<file path="src/rtl/mdma_pkg.sv">
package mdma_pkg;

   localparam int REG_W  = 32;
   localparam int HALF_W = 16;

   // control halfword field positions
   localparam int CTL_DADJ = 5;
   localparam int CTL_SADJ = 7;
   localparam int CTL_WIDE = 10;
   localparam int CTL_IRQ  = 14;
   localparam int CTL_EN   = 15;

   localparam logic [1:0] SEL_SRC    = 2'd0;
   localparam logic [1:0] SEL_DST    = 2'd1;
   localparam logic [1:0] SEL_CNTCTL = 2'd2;

   typedef enum logic [1:0] {
      ADJ_UP    = 2'd0,
      ADJ_DOWN  = 2'd1,
      ADJ_HOLD  = 2'd2,
      ADJ_UP_RL = 2'd3
   } adj_e;

   typedef enum logic [1:0] {
      ST_IDLE  = 2'd0,
      ST_READ  = 2'd1,
      ST_WRITE = 2'd2
   } seq_e;

   function automatic int src_bits(input int id);
      return (id == 0) ? 27 : 28;
   endfunction

   function automatic int dst_bits(input int id);
      return (id == 3) ? 28 : 27;
   endfunction

   function automatic int cnt_bits(input int id);
      return (id == 3) ? 16 : 14;
   endfunction

endpackage

</file>
<file path="src/rtl/mdma_regs.sv">
module mdma_regs
   import mdma_pkg::*;
#(
   parameter int CHAN_ID = 0,
   parameter int ADDR_W  = 32
) (
   input  logic              clk,
   input  logic              rst_n,
   input  logic              wr_en,
   input  logic [1:0]        wr_sel,
   input  logic [1:0]        wr_be,
   input  logic [REG_W-1:0]  wr_data,
   input  logic              done_i,
   output logic [ADDR_W-1:0] src_prog,
   output logic [ADDR_W-1:0] dst_prog,
   output logic [HALF_W-1:0] cnt_load,
   output logic [HALF_W-1:0] ctrl_q,
   output logic              reload_o
);

   localparam int SRC_W = src_bits(CHAN_ID);
   localparam int DST_W = dst_bits(CHAN_ID);
   localparam int CNT_W = cnt_bits(CHAN_ID);
   localparam logic [ADDR_W-1:0] SRC_MASK = ADDR_W'((64'd1 << SRC_W) - 64'd1);
   localparam logic [ADDR_W-1:0] DST_MASK = ADDR_W'((64'd1 << DST_W) - 64'd1);
   localparam logic [HALF_W-1:0] CNT_MASK = HALF_W'((64'd1 << CNT_W) - 64'd1);

   logic [ADDR_W-1:0] src_q, dst_q;
   logic [HALF_W-1:0] cnt_q, cnt_eff;
   logic [ADDR_W-1:0] addr_in;
   logic              wr_src, wr_dst, wr_cnt, wr_ctl;

   assign addr_in = ADDR_W'(wr_data);
   assign wr_src  = wr_en && (wr_sel == SEL_SRC);
   assign wr_dst  = wr_en && (wr_sel == SEL_DST);
   assign wr_cnt  = wr_en && (wr_sel == SEL_CNTCTL) && wr_be[0];
   assign wr_ctl  = wr_en && (wr_sel == SEL_CNTCTL) && wr_be[1];

   // a count written alongside the arming control write is the one used
   assign cnt_eff  = wr_cnt ? (wr_data[HALF_W-1:0] & CNT_MASK) : cnt_q;
   assign cnt_load = (cnt_eff == '0) ? CNT_MASK : cnt_eff;
   assign reload_o = wr_ctl && wr_data[HALF_W+CTL_EN] && !ctrl_q[CTL_EN];

   always_ff @(posedge clk) begin
      if (!rst_n) begin
         src_q  <= '0;
         dst_q  <= '0;
         cnt_q  <= '0;
         ctrl_q <= '0;
      end else begin
         if (wr_src) src_q <= addr_in & SRC_MASK;
         if (wr_dst) dst_q <= addr_in & DST_MASK;
         if (wr_cnt) cnt_q <= cnt_eff;
         if (wr_ctl) ctrl_q <= wr_data[REG_W-1:HALF_W];
         if (done_i) ctrl_q[CTL_EN] <= 1'b0;
      end
   end

   assign src_prog = src_q;
   assign dst_prog = dst_q;

endmodule

</file>
<file path="src/rtl/mdma_addr_walk.sv">
module mdma_addr_walk
   import mdma_pkg::*;
#(
   parameter int ADDR_W = 32,
   parameter bit IS_SRC = 1'b0
) (
   input  logic              clk,
   input  logic              rst_n,
   input  logic              load_i,
   input  logic [ADDR_W-1:0] load_addr,
   input  logic              step_i,
   input  logic [1:0]        mode_i,
   input  logic              wide_i,
   output logic [ADDR_W-1:0] addr_o,
   output logic              err_o
);

   logic [ADDR_W-1:0] addr_q, addr_nxt, rl_nxt, step_sz;

   assign step_sz = wide_i ? ADDR_W'(4) : ADDR_W'(2);

   generate
      if (IS_SRC) begin : g_src
         logic err_q;
         // code 3 is not a legal source mode: hold and flag
         assign rl_nxt = addr_q;
         always_ff @(posedge clk) begin
            if (!rst_n)
               err_q <= 1'b0;
            else if (step_i && (adj_e'(mode_i) == ADJ_UP_RL))
               err_q <= 1'b1;
         end
         assign err_o = err_q;
      end else begin : g_dst
         assign rl_nxt = addr_q + step_sz;
         assign err_o  = 1'b0;
      end
   endgenerate

   always_comb begin
      case (adj_e'(mode_i))
         ADJ_UP:   addr_nxt = addr_q + step_sz;
         ADJ_DOWN: addr_nxt = addr_q - step_sz;
         ADJ_HOLD: addr_nxt = addr_q;
         default:  addr_nxt = rl_nxt;
      endcase
   end

   always_ff @(posedge clk) begin
      if (!rst_n)
         addr_q <= '0;
      else if (load_i)
         addr_q <= load_addr;
      else if (step_i)
         addr_q <= addr_nxt;
   end

   assign addr_o = addr_q;

endmodule

</file>
<file path="src/rtl/mdma_unit_seq.sv">
module mdma_unit_seq
   import mdma_pkg::*;
#(
   parameter int ADDR_W = 32
) (
   input  logic              clk,
   input  logic              rst_n,
   input  logic              en_i,
   input  logic              wide_i,
   input  logic              irq_en_i,
   input  logic              load_i,
   input  logic [HALF_W-1:0] load_cnt,
   input  logic [ADDR_W-1:0] src_addr,
   input  logic [ADDR_W-1:0] dst_addr,
   input  logic [REG_W-1:0]  mem_rdata,
   input  logic              mem_ready,
   output logic              mem_req,
   output logic              mem_we,
   output logic [ADDR_W-1:0] mem_addr,
   output logic [REG_W-1:0]  mem_wdata,
   output logic              unit_done_o,
   output logic              last_o,
   output logic              irq_o
);

   seq_e              state_q, state_nxt;
   logic [HALF_W-1:0] cnt_q;
   logic [REG_W-1:0]  data_q;
   logic              rd_ack, unit_done, last_unit;

   assign rd_ack    = (state_q == ST_READ) && mem_ready;
   assign unit_done = (state_q == ST_WRITE) && mem_ready;
   assign last_unit = unit_done && (cnt_q == HALF_W'(1));

   always_comb begin
      state_nxt = state_q;
      case (state_q)
         ST_IDLE:  if (en_i) state_nxt = ST_READ;
         ST_READ:  if (mem_ready) state_nxt = ST_WRITE;
         ST_WRITE: if (mem_ready) state_nxt = (last_unit || !en_i) ? ST_IDLE : ST_READ;
         default:  state_nxt = ST_IDLE;
      endcase
   end

   always_ff @(posedge clk) begin
      if (!rst_n) begin
         state_q <= ST_IDLE;
         cnt_q   <= '0;
         data_q  <= '0;
         irq_o   <= 1'b0;
      end else begin
         state_q <= state_nxt;
         irq_o   <= last_unit && irq_en_i;
         if (load_i)
            cnt_q <= load_cnt;
         else if (unit_done)
            cnt_q <= cnt_q - HALF_W'(1);
         if (rd_ack)
            data_q <= wide_i ? mem_rdata : {{(REG_W-HALF_W){1'b0}}, mem_rdata[HALF_W-1:0]};
      end
   end

   assign mem_req     = (state_q != ST_IDLE);
   assign mem_we      = (state_q == ST_WRITE);
   assign mem_addr    = (state_q == ST_WRITE) ? dst_addr : src_addr;
   assign mem_wdata   = data_q;
   assign unit_done_o = unit_done;
   assign last_o      = last_unit;

endmodule

</file>
<file path="src/rtl/mdma_channel.sv">
module mdma_channel
   import mdma_pkg::*;
#(
   parameter int CHAN_ID = 0,
   parameter int ADDR_W  = 32
) (
   input  logic              clk,
   input  logic              rst_n,
   input  logic              reg_wr_en,
   input  logic [1:0]        reg_wr_sel,
   input  logic [1:0]        reg_wr_be,
   input  logic [31:0]       reg_wr_data,
   output logic [15:0]       ctrl_rd,
   output logic              mem_req,
   output logic              mem_we,
   output logic              mem_wide,
   output logic [ADDR_W-1:0] mem_addr,
   output logic [31:0]       mem_wdata,
   input  logic [31:0]       mem_rdata,
   input  logic              mem_ready,
   output logic              irq,
   output logic              src_err
);

   localparam int N_WALK = 2;

   if (CHAN_ID < 0 || CHAN_ID > 3) begin : g_bad_id
      $error("mdma_channel: CHAN_ID must lie in 0..3");
   end
   if (ADDR_W < 28 || ADDR_W > REG_W) begin : g_bad_aw
      $error("mdma_channel: ADDR_W must lie in 28..32");
   end

   logic [ADDR_W-1:0] prog_addr [N_WALK];
   logic [ADDR_W-1:0] work_addr [N_WALK];
   logic [N_WALK-1:0] walk_err;
   logic [HALF_W-1:0] cnt_load, ctrl_q;
   logic              reload, unit_done, last_unit;

   mdma_regs #(.CHAN_ID(CHAN_ID), .ADDR_W(ADDR_W)) u_regs (
      .clk      (clk),
      .rst_n    (rst_n),
      .wr_en    (reg_wr_en),
      .wr_sel   (reg_wr_sel),
      .wr_be    (reg_wr_be),
      .wr_data  (reg_wr_data),
      .done_i   (last_unit),
      .src_prog (prog_addr[0]),
      .dst_prog (prog_addr[1]),
      .cnt_load (cnt_load),
      .ctrl_q   (ctrl_q),
      .reload_o (reload)
   );

   // walker 0 follows the source, walker 1 the destination
   for (genvar g = 0; g < N_WALK; g++) begin : g_walk
      localparam int MODE_LO = (g == 0) ? CTL_SADJ : CTL_DADJ;
      mdma_addr_walk #(.ADDR_W(ADDR_W), .IS_SRC(g == 0)) u_walk (
         .clk       (clk),
         .rst_n     (rst_n),
         .load_i    (reload),
         .load_addr (prog_addr[g]),
         .step_i    (unit_done),
         .mode_i    (ctrl_q[MODE_LO +: 2]),
         .wide_i    (ctrl_q[CTL_WIDE]),
         .addr_o    (work_addr[g]),
         .err_o     (walk_err[g])
      );
   end

   mdma_unit_seq #(.ADDR_W(ADDR_W)) u_seq (
      .clk         (clk),
      .rst_n       (rst_n),
      .en_i        (ctrl_q[CTL_EN]),
      .wide_i      (ctrl_q[CTL_WIDE]),
      .irq_en_i    (ctrl_q[CTL_IRQ]),
      .load_i      (reload),
      .load_cnt    (cnt_load),
      .src_addr    (work_addr[0]),
      .dst_addr    (work_addr[1]),
      .mem_rdata   (mem_rdata),
      .mem_ready   (mem_ready),
      .mem_req     (mem_req),
      .mem_we      (mem_we),
      .mem_addr    (mem_addr),
      .mem_wdata   (mem_wdata),
      .unit_done_o (unit_done),
      .last_o      (last_unit),
      .irq_o       (irq)
   );

   assign ctrl_rd  = ctrl_q;
   assign mem_wide = ctrl_q[CTL_WIDE];
   assign src_err  = |walk_err;

endmodule

</file>
<file path="config.mk">
export PLATFORM = sky130hd
export DESIGN_NAME = mdma_channel
export DESIGN_NICKNAME = d
export VERILOG_FILES = /design/src/rtl/mdma_pkg.sv /design/src/rtl/mdma_regs.sv /design/src/rtl/mdma_addr_walk.sv /design/src/rtl/mdma_unit_seq.sv /design/src/rtl/mdma_channel.sv
export SDC_FILE = /design/constraint.sdc
export NUM_CORES = 1
export LEC_CHECK = 0
export ABC_AREA = 1
export BUFFER_PORTS_ARGS = -buffer_cell sky130_fd_sc_hd__buf_2
export CAP_MARGIN = 0
export CELL_PAD_IN_SITES_DETAIL_PLACEMENT = 1
export CELL_PAD_IN_SITES_GLOBAL_PLACEMENT = 2
export CORE_MARGIN = 2
export CORE_UTILIZATION = 30
export CTS_CLUSTER_DIAMETER = 100
export CTS_CLUSTER_SIZE = 30
export DETAILED_ROUTE_END_ITERATION = 16
export GPL_TIMING_DRIVEN = 0
export PLACE_DENSITY = 0.86
export SYNTH_ARGS = -nofsm -noshare
export SYNTH_HDL_FRONTEND = slang
export SYNTH_SLANG_ARGS = --single-unit
</file>
<file path="constraint.sdc">
create_clock -name clk -period 3.3 [get_ports clk]
set_clock_uncertainty 0.1 [all_clocks]
set_input_delay 0.33 -clock clk [delete_from_list [all_inputs] [get_ports clk]]
set_output_delay 0.33 -clock clk [all_outputs]
set_load 0.01 [all_outputs]
</file>
* Word-level counts from Yosys, hierarchy flattened
Cells that the tools add are included.
** Storage, ports and cells
- Input port bits :: 72
- Output and inout bits :: 85
- Register bits after elaboration :: 202
- Logic and storage cells :: 74
** Cells by class
- Mux-type cells :: 18
- Reduce and logical (&&, ||, !) cells :: 25
- Add/sub/neg operators :: 5
- Equal/unequal tests :: 13
- Bitwise logic cells :: 1
** Operators by type and width (number)
- 2-to-1 mux 32 bit :: 6
- case mux 32 bit (2 select lines) :: 2
- adder 32 bit :: 2
- 2-to-1 mux 16 bit :: 4
- subtractor 32 bit :: 2
- equality test 16 x 1 -> 1 bit (second input constant) :: 1
- logical NOT 16 bit :: 1
- subtractor 16 x 1 -> 16 bit (second input constant) :: 1
- logical AND 1 bit :: 12
- equality test 2 x 1 -> 1 bit (second input constant) :: 4
- equality test 2 bit (second input constant) :: 4
- logical NOT 2 bit :: 3
- 2-to-1 mux 2 bit :: 3
- != test 2 bit (second input constant) :: 3
- case mux 2 bit (3 select lines) :: 1
- AND reduction 2 bit :: 2
- nonzero test 2 bit :: 2
- 2-to-1 mux 3 bit :: 1
- AND reduction 3 bit :: 1
- nonzero test 3 bit :: 1
- != test 2 x 1 -> 1 bit (second input constant) :: 1
- OR reduction 2 bit :: 1
- logical NOT 1 bit :: 1
- logical OR 1 bit :: 1
- other kinds (2) :: 2

* Depth between registers and ports, before layout
- Depth in word-level cells :: 7
- Gate-level depth with buffers :: 19
- Mapped depth without buffers :: 17

* By module
A second synthesis with hierarchy kept.
** Second synthesis, totals
- Cells, all modules :: 2310
- Area total of the unflattened synthesis :: 13699.4 um^2
** By module, submodules not included
- mdma_addr_walk (g_walk[0].u_walk) :: area an instance 3793.6 um^2, cells an instance 723, instances 1
- mdma_addr_walk (g_walk[1].u_walk) :: area an instance 3777.4 um^2, cells an instance 687, instances 1
- mdma_regs :: area an instance 3362.0 um^2, cells an instance 450, instances 1
- mdma_unit_seq :: area an instance 2747.6 um^2, cells an instance 446, instances 1
- mdma_channel :: area an instance 18.8 um^2, cells an instance 4, instances 1

* Least setup slack after synthesis
OpenSTA, ideal clock, no wires.
- Path kind :: reg-to-reg
- Start :: register u_regs.ctrl_q[8]
- End :: register g_walk[0].u_walk.addr_q[31]
- Data arrival time :: 2359 ps
- Period minus slack after synthesis :: 2591 ps
- Setup time :: 132 ps
- Buffers on the path :: 2
- Stages on the path, launching flop included :: 20
- Slack :: 709 ps
- Cells stage by stage :: dfxtp_1 > inv_2 > nand2_4 > buf_2 > buf_2 > nor2_1 > ha_1 > nand2_1 > nand3_1 > nand3_1 > nor2_1 > nand2_1 > nand2_1 > nand2_1 > nand2_1 > nand2_1 > nand2_1 > nand2_1 > nand3_1 > a21oi_1
** On the way
- Word-level cells in the longest chain between the ends :: 4
** Ends and longest elaborated chain
- from (decl) :: line mdma_regs.sv:17 : output logic [HALF_W-1:0] ctrl_q,
- from (signal assigned) :: line mdma_regs.sv:54 : if (wr_ctl) ctrl_q <= wr_data[REG_W-1:HALF_W];
- equality test 2 x 1 -> 1 bit / logical NOT 2 bit (equally long branches) :: line mdma_addr_walk.sv:41 : case (adj_e'(mode_i))
- case mux 32 bit (2 select lines) :: line mdma_addr_walk.sv:41
- 2-to-1 mux 32 bit :: line mdma_addr_walk.sv:54 : else if (step_i)
- 2-to-1 mux 32 bit :: line mdma_addr_walk.sv:52 : else if (load_i)
- to (signal assigned) :: line mdma_addr_walk.sv:53 : addr_q <= load_addr;
- to (signal assigned) :: line mdma_addr_walk.sv:55 : addr_q <= addr_nxt;
- to (decl) :: line mdma_addr_walk.sv:18 : logic [ADDR_W-1:0] addr_q, addr_nxt, rl_nxt, step_sz;
Several ways; a longest one is shown, not always the timed one. The select of a mux whose other input is x is not followed.
A chain may end at the register's enable or synchronous reset.

* Final worst setup path
- Start :: register u_seq.state_q[1]
- End :: register g_walk[1].u_walk.addr_q[23]
** On the way
- Word-level cells in the longest chain between the ends :: 4
** Ends and longest elaborated chain
- from (decl) :: line mdma_unit_seq.sv:26 : seq_e state_q, state_nxt;
- from (signal assigned) :: line mdma_unit_seq.sv:52 : state_q <= state_nxt;
- equality test 2 bit :: line mdma_unit_seq.sv:32 : assign unit_done = (state_q == ST_WRITE) && mem_ready;
- logical AND 1 bit :: line mdma_unit_seq.sv:32
- nonzero test 2 bit (no line)
- AND reduction 2 bit (no line)
- to (signal assigned) :: line mdma_addr_walk.sv:53
- to (signal assigned) :: line mdma_addr_walk.sv:55
- to (decl) :: line mdma_addr_walk.sv:18
No other way between the ends.

==> impl_metrics.py <==
metrics = {
    "final_layout": {
        "multi_input_area_um2": 7110,
        "stdcell_count": 2819,
        "fin_nets": 2360,
        "utilization_pct": 35.1,
        "fillers": 5691,
        "diodes": 0,
        "seq_area_um2": 4050,
        "area_growth_pct": 15.4,
        "drive_gt1_share_pct": 10.8,
    },
    "placed_design": {
        "dpl.hpwl_um": 46200,
        "placed_cells": 2794,
        "routabilityCongestion": 0.935,
        "port_buffers": 155,
    },
    "route": {
        "vias": 14600,
        "vias_per_cell": 5.19,
        "drt_wl_total_um": 57100,
        "route.detailed.drc": 0,
        "wl_per_cell_um": 20.3,
        "ant_nets": 0,
        "drt_pass1_iterations": 6,
        "drt_iter0_markers": 1008,
    },
    "clock_network": {
        "htreeDepth": 1,
        "clk_pin_slew_ns": 0.12,
        "root_buffer": "clkbuf_16",
        "cts_tree": "yes",
        "cts_buffers": 12,
        "cts_num_sinks": 202,
        "worstSkewPairLatency_ns": 0.51,
        "cts_setup_buffers": 0,
        "cts_buffer_depth": 3,
    },
    "yosys": {
        "synth-edff-count": 0,
        "synth_flop_cell": "dfxtp_1",
        "synth_cell_types": 42,
        "netlist.top_cell.by_area": "dfxtp_1",
        "synth_most_common_cell": "nand2_1",
        "netlist_area_um2": 12700,
        "ys_seq_elements": 202,
        "ys_seq_area_share_pct": 31.7,
        "syn_nets": 2184,
        "syn-instance-count": 2100,
        "synth_top_area_share_pct": 31.7,
        "synth_area_leaders": "dfxtp_1 (32%), nand2_1 (19%), inv_1 (8.5%)",
        "synth_common_cells": "nand2_1 (632), inv_1 (288), dfxtp_1 (202)",
        "yosys_warnings": 0,
        "async_flop_share_pct": 0,
        "postSynthAreaPerCell_um2": 6.07,
    },
    "floorplanning": {
        "fp.dieW_um": 210,
        "die_area_um2": 44100,
        "die_y_um": 210,
        "num_rows": 75,
        "start_util_pct": 30.4,
        "top_level_ports": 157,
        "core-area_um2": 41900,
    },
    "global_routing": {
        "grt_pass1_vias": 14500,
        "grt_max_degree": 31,
        "grt_usage_pct": 25.2,
        "grt_first_pass_wirelength_um": 86000,
        "antenna_found_initial": 2,
        "globalRouteOverflowTotal": 0,
    },
    "timing": {
        "worst_pin_slew_ns": 0.881,
        "hold_viol_final": 0,
        "post-route-min-period_ns": 3.17,
        "drv_slew": 0,
        "setup_viol": 0,
        "finalCritPeriodShare_pct": 96.2,
        "slew_headroom_pct": 41.3,
        "max_freq_mhz": 315,
        "rsz0062_at_grt": "no",
    },
    "critical_path": {
        "worstSetupEndpointType": "flop",
        "start_kind": "flop",
        "cp_max_fo": 10,
        "critical_path_class": "flop to flop",
        "arrival_ns": 3.49,
        "critical_path_required_ns": 3.62,
    },
    "pwr": {
        "powerDensity_nw_per_um2": 335,
        "ir_drop_v": 0.000268,
        "power.total_mw": 4.92,
        "power_leakage_nw": 6.74,
    },
    "job": {
        "drv_cap": 0,
    },
    "hold_path": {
        "hold_class": "input port to flop",
    },
    "status": {
        "status": "complete, no violations",
    },
}
-- stage by stage --
step           worst slack (ns)  area, um^2  hold WS, ns  setup TNS [ns]
2_1_floorplan             0.709       12700        0.330               0
3_3_place_gp             -0.453       14200        0.331          -13.18
3_5_place_dp             -0.523       14200        0.335          -15.48
4_1_cts                 0.00842       14700     0.000132               0
5_1_grt                0.000504       14700      0.00168               0
6_report                  0.126       14700      0.00614               0
-- final cells by class --
type / count / share of cell area (%)
Inverter: 299 / 7.63
Buffer: 94 / 3.20
Tap cell: 539 / 4.59
Sequential cell: 202 / 27.6
Clock buffer: 13 / 2.21
Multi-Input combinational cell: 1503 / 48.4
Clock inverter: 5 / 0.562
Timing Repair Buffer: 164 / 5.89
-- critical path: stages (launching register included) --
cell	delay, ns
dfxtp_1	0.33
inv_1	0.09
nor2_4	0.36
nand2_1	0.28
a21oi_1	0.19
inv_1	0.08
nor2_2	0.57
clkbuf_1	0.64
nand3_1	0.25
a21oi_1	0.17
-- cell usage in the layout, fill, tap and decap left out, types with 13 or more instances in the layout --
cell type  instances
nand3b_1          19
clkbuf_16         13
nand2_1          630
xor2_1            28
a41oi_1           40
nor2_1           196
dfxtp_1          199
nand3_1          142
o21ai_0          165
nand4_1           14
a21oi_1          149
buf_2            171
inv_1            288
clkbuf_1          54
a31oi_1           26
-- state kept, by name, indices dropped and copies added, names as in the netlist --
| register | count |
|---|---|
| g_walk.u_walk.err_o | 1 |
| g_walk.u_walk.addr_o | 64 |
| u_seq.mem_wdata | 32 |
| u_seq.state_q | 2 |
| u_regs.cnt_q | 16 |
| u_regs.src_prog | 27 |
| u_seq.irq_o | 1 |
| u_seq.cnt_q | 16 |
| u_regs.ctrl_q | 16 |
| u_regs.dst_prog | 27 |
-- power breakdown --
| part | switching, mW | internal [mW] | leakage (nW) |
|---|---|---|---|
| Sequential | 0.0336 | 2.49 | 1.64 |
| Clock | 0.992 | 0.832 | 0.198 |
| Combinational | 0.390 | 0.183 | 4.90 |
| Total | 1.42 | 3.51 | 6.74 |
-- cells by family after synthesis --
family                     share of synthesized area [%]
xor gates and xnor gates                            2.13
AOI/OAI and AO/OA                                   18.4
adders and majority gates                           1.18
DFF                                                 31.7
and+or+nand+nor                                     34.0
buffers and inverters                               12.5
-- path summary, 6_finish.rpt --
kind | slack, ns | endpoint | cells past startpoint | from
max | 0.13 | g_walk[1].u_walk.addr_o[23]$_SDFFE_PN0P_ | 9 | u_seq.state_q[1]$_SDFFE_PN0P_
min | 0.006 | u_regs.ctrl_q[3]$_SDFFE_PN0P_ | 3 | reg_wr_data[19]
max reg2reg | 0.13 | g_walk[1].u_walk.addr_o[23]$_SDFFE_PN0P_ | 9 | u_seq.state_q[1]$_SDFFE_PN0P_
min reg2reg | 0.35 | u_seq.mem_wdata[10]$_SDFFE_PN0P_ | 2 | u_seq.mem_wdata[10]$_SDFFE_PN0P_
-- timing repair --
| item | 4_1_cts | 5_1_grt |
|---|---|---|
| setup endpoints to repair | 52 | 41 |
| hold buffers | 8 | 1 |
| endpoints found under the hold margin | 8 | 1 |
| gates resized for setup | 5 | 10 |
-- routing by layer --
| metal | share of wire (%) | track usage, % | up-vias |
|---|---|---|---|
| met5 | 0.025 | 0 | - |
| met4 | 2.2 | 5.33 | 2 |
| met3 | 5.3 | 3.28 | 64 |
| met2 | 47 | 42.6 | 361 |
| met1 | 46 | 34.5 | 7113 |
| li1 | - | - | 7088 |
No activity file was read; power rests on OpenSTA's default activity.
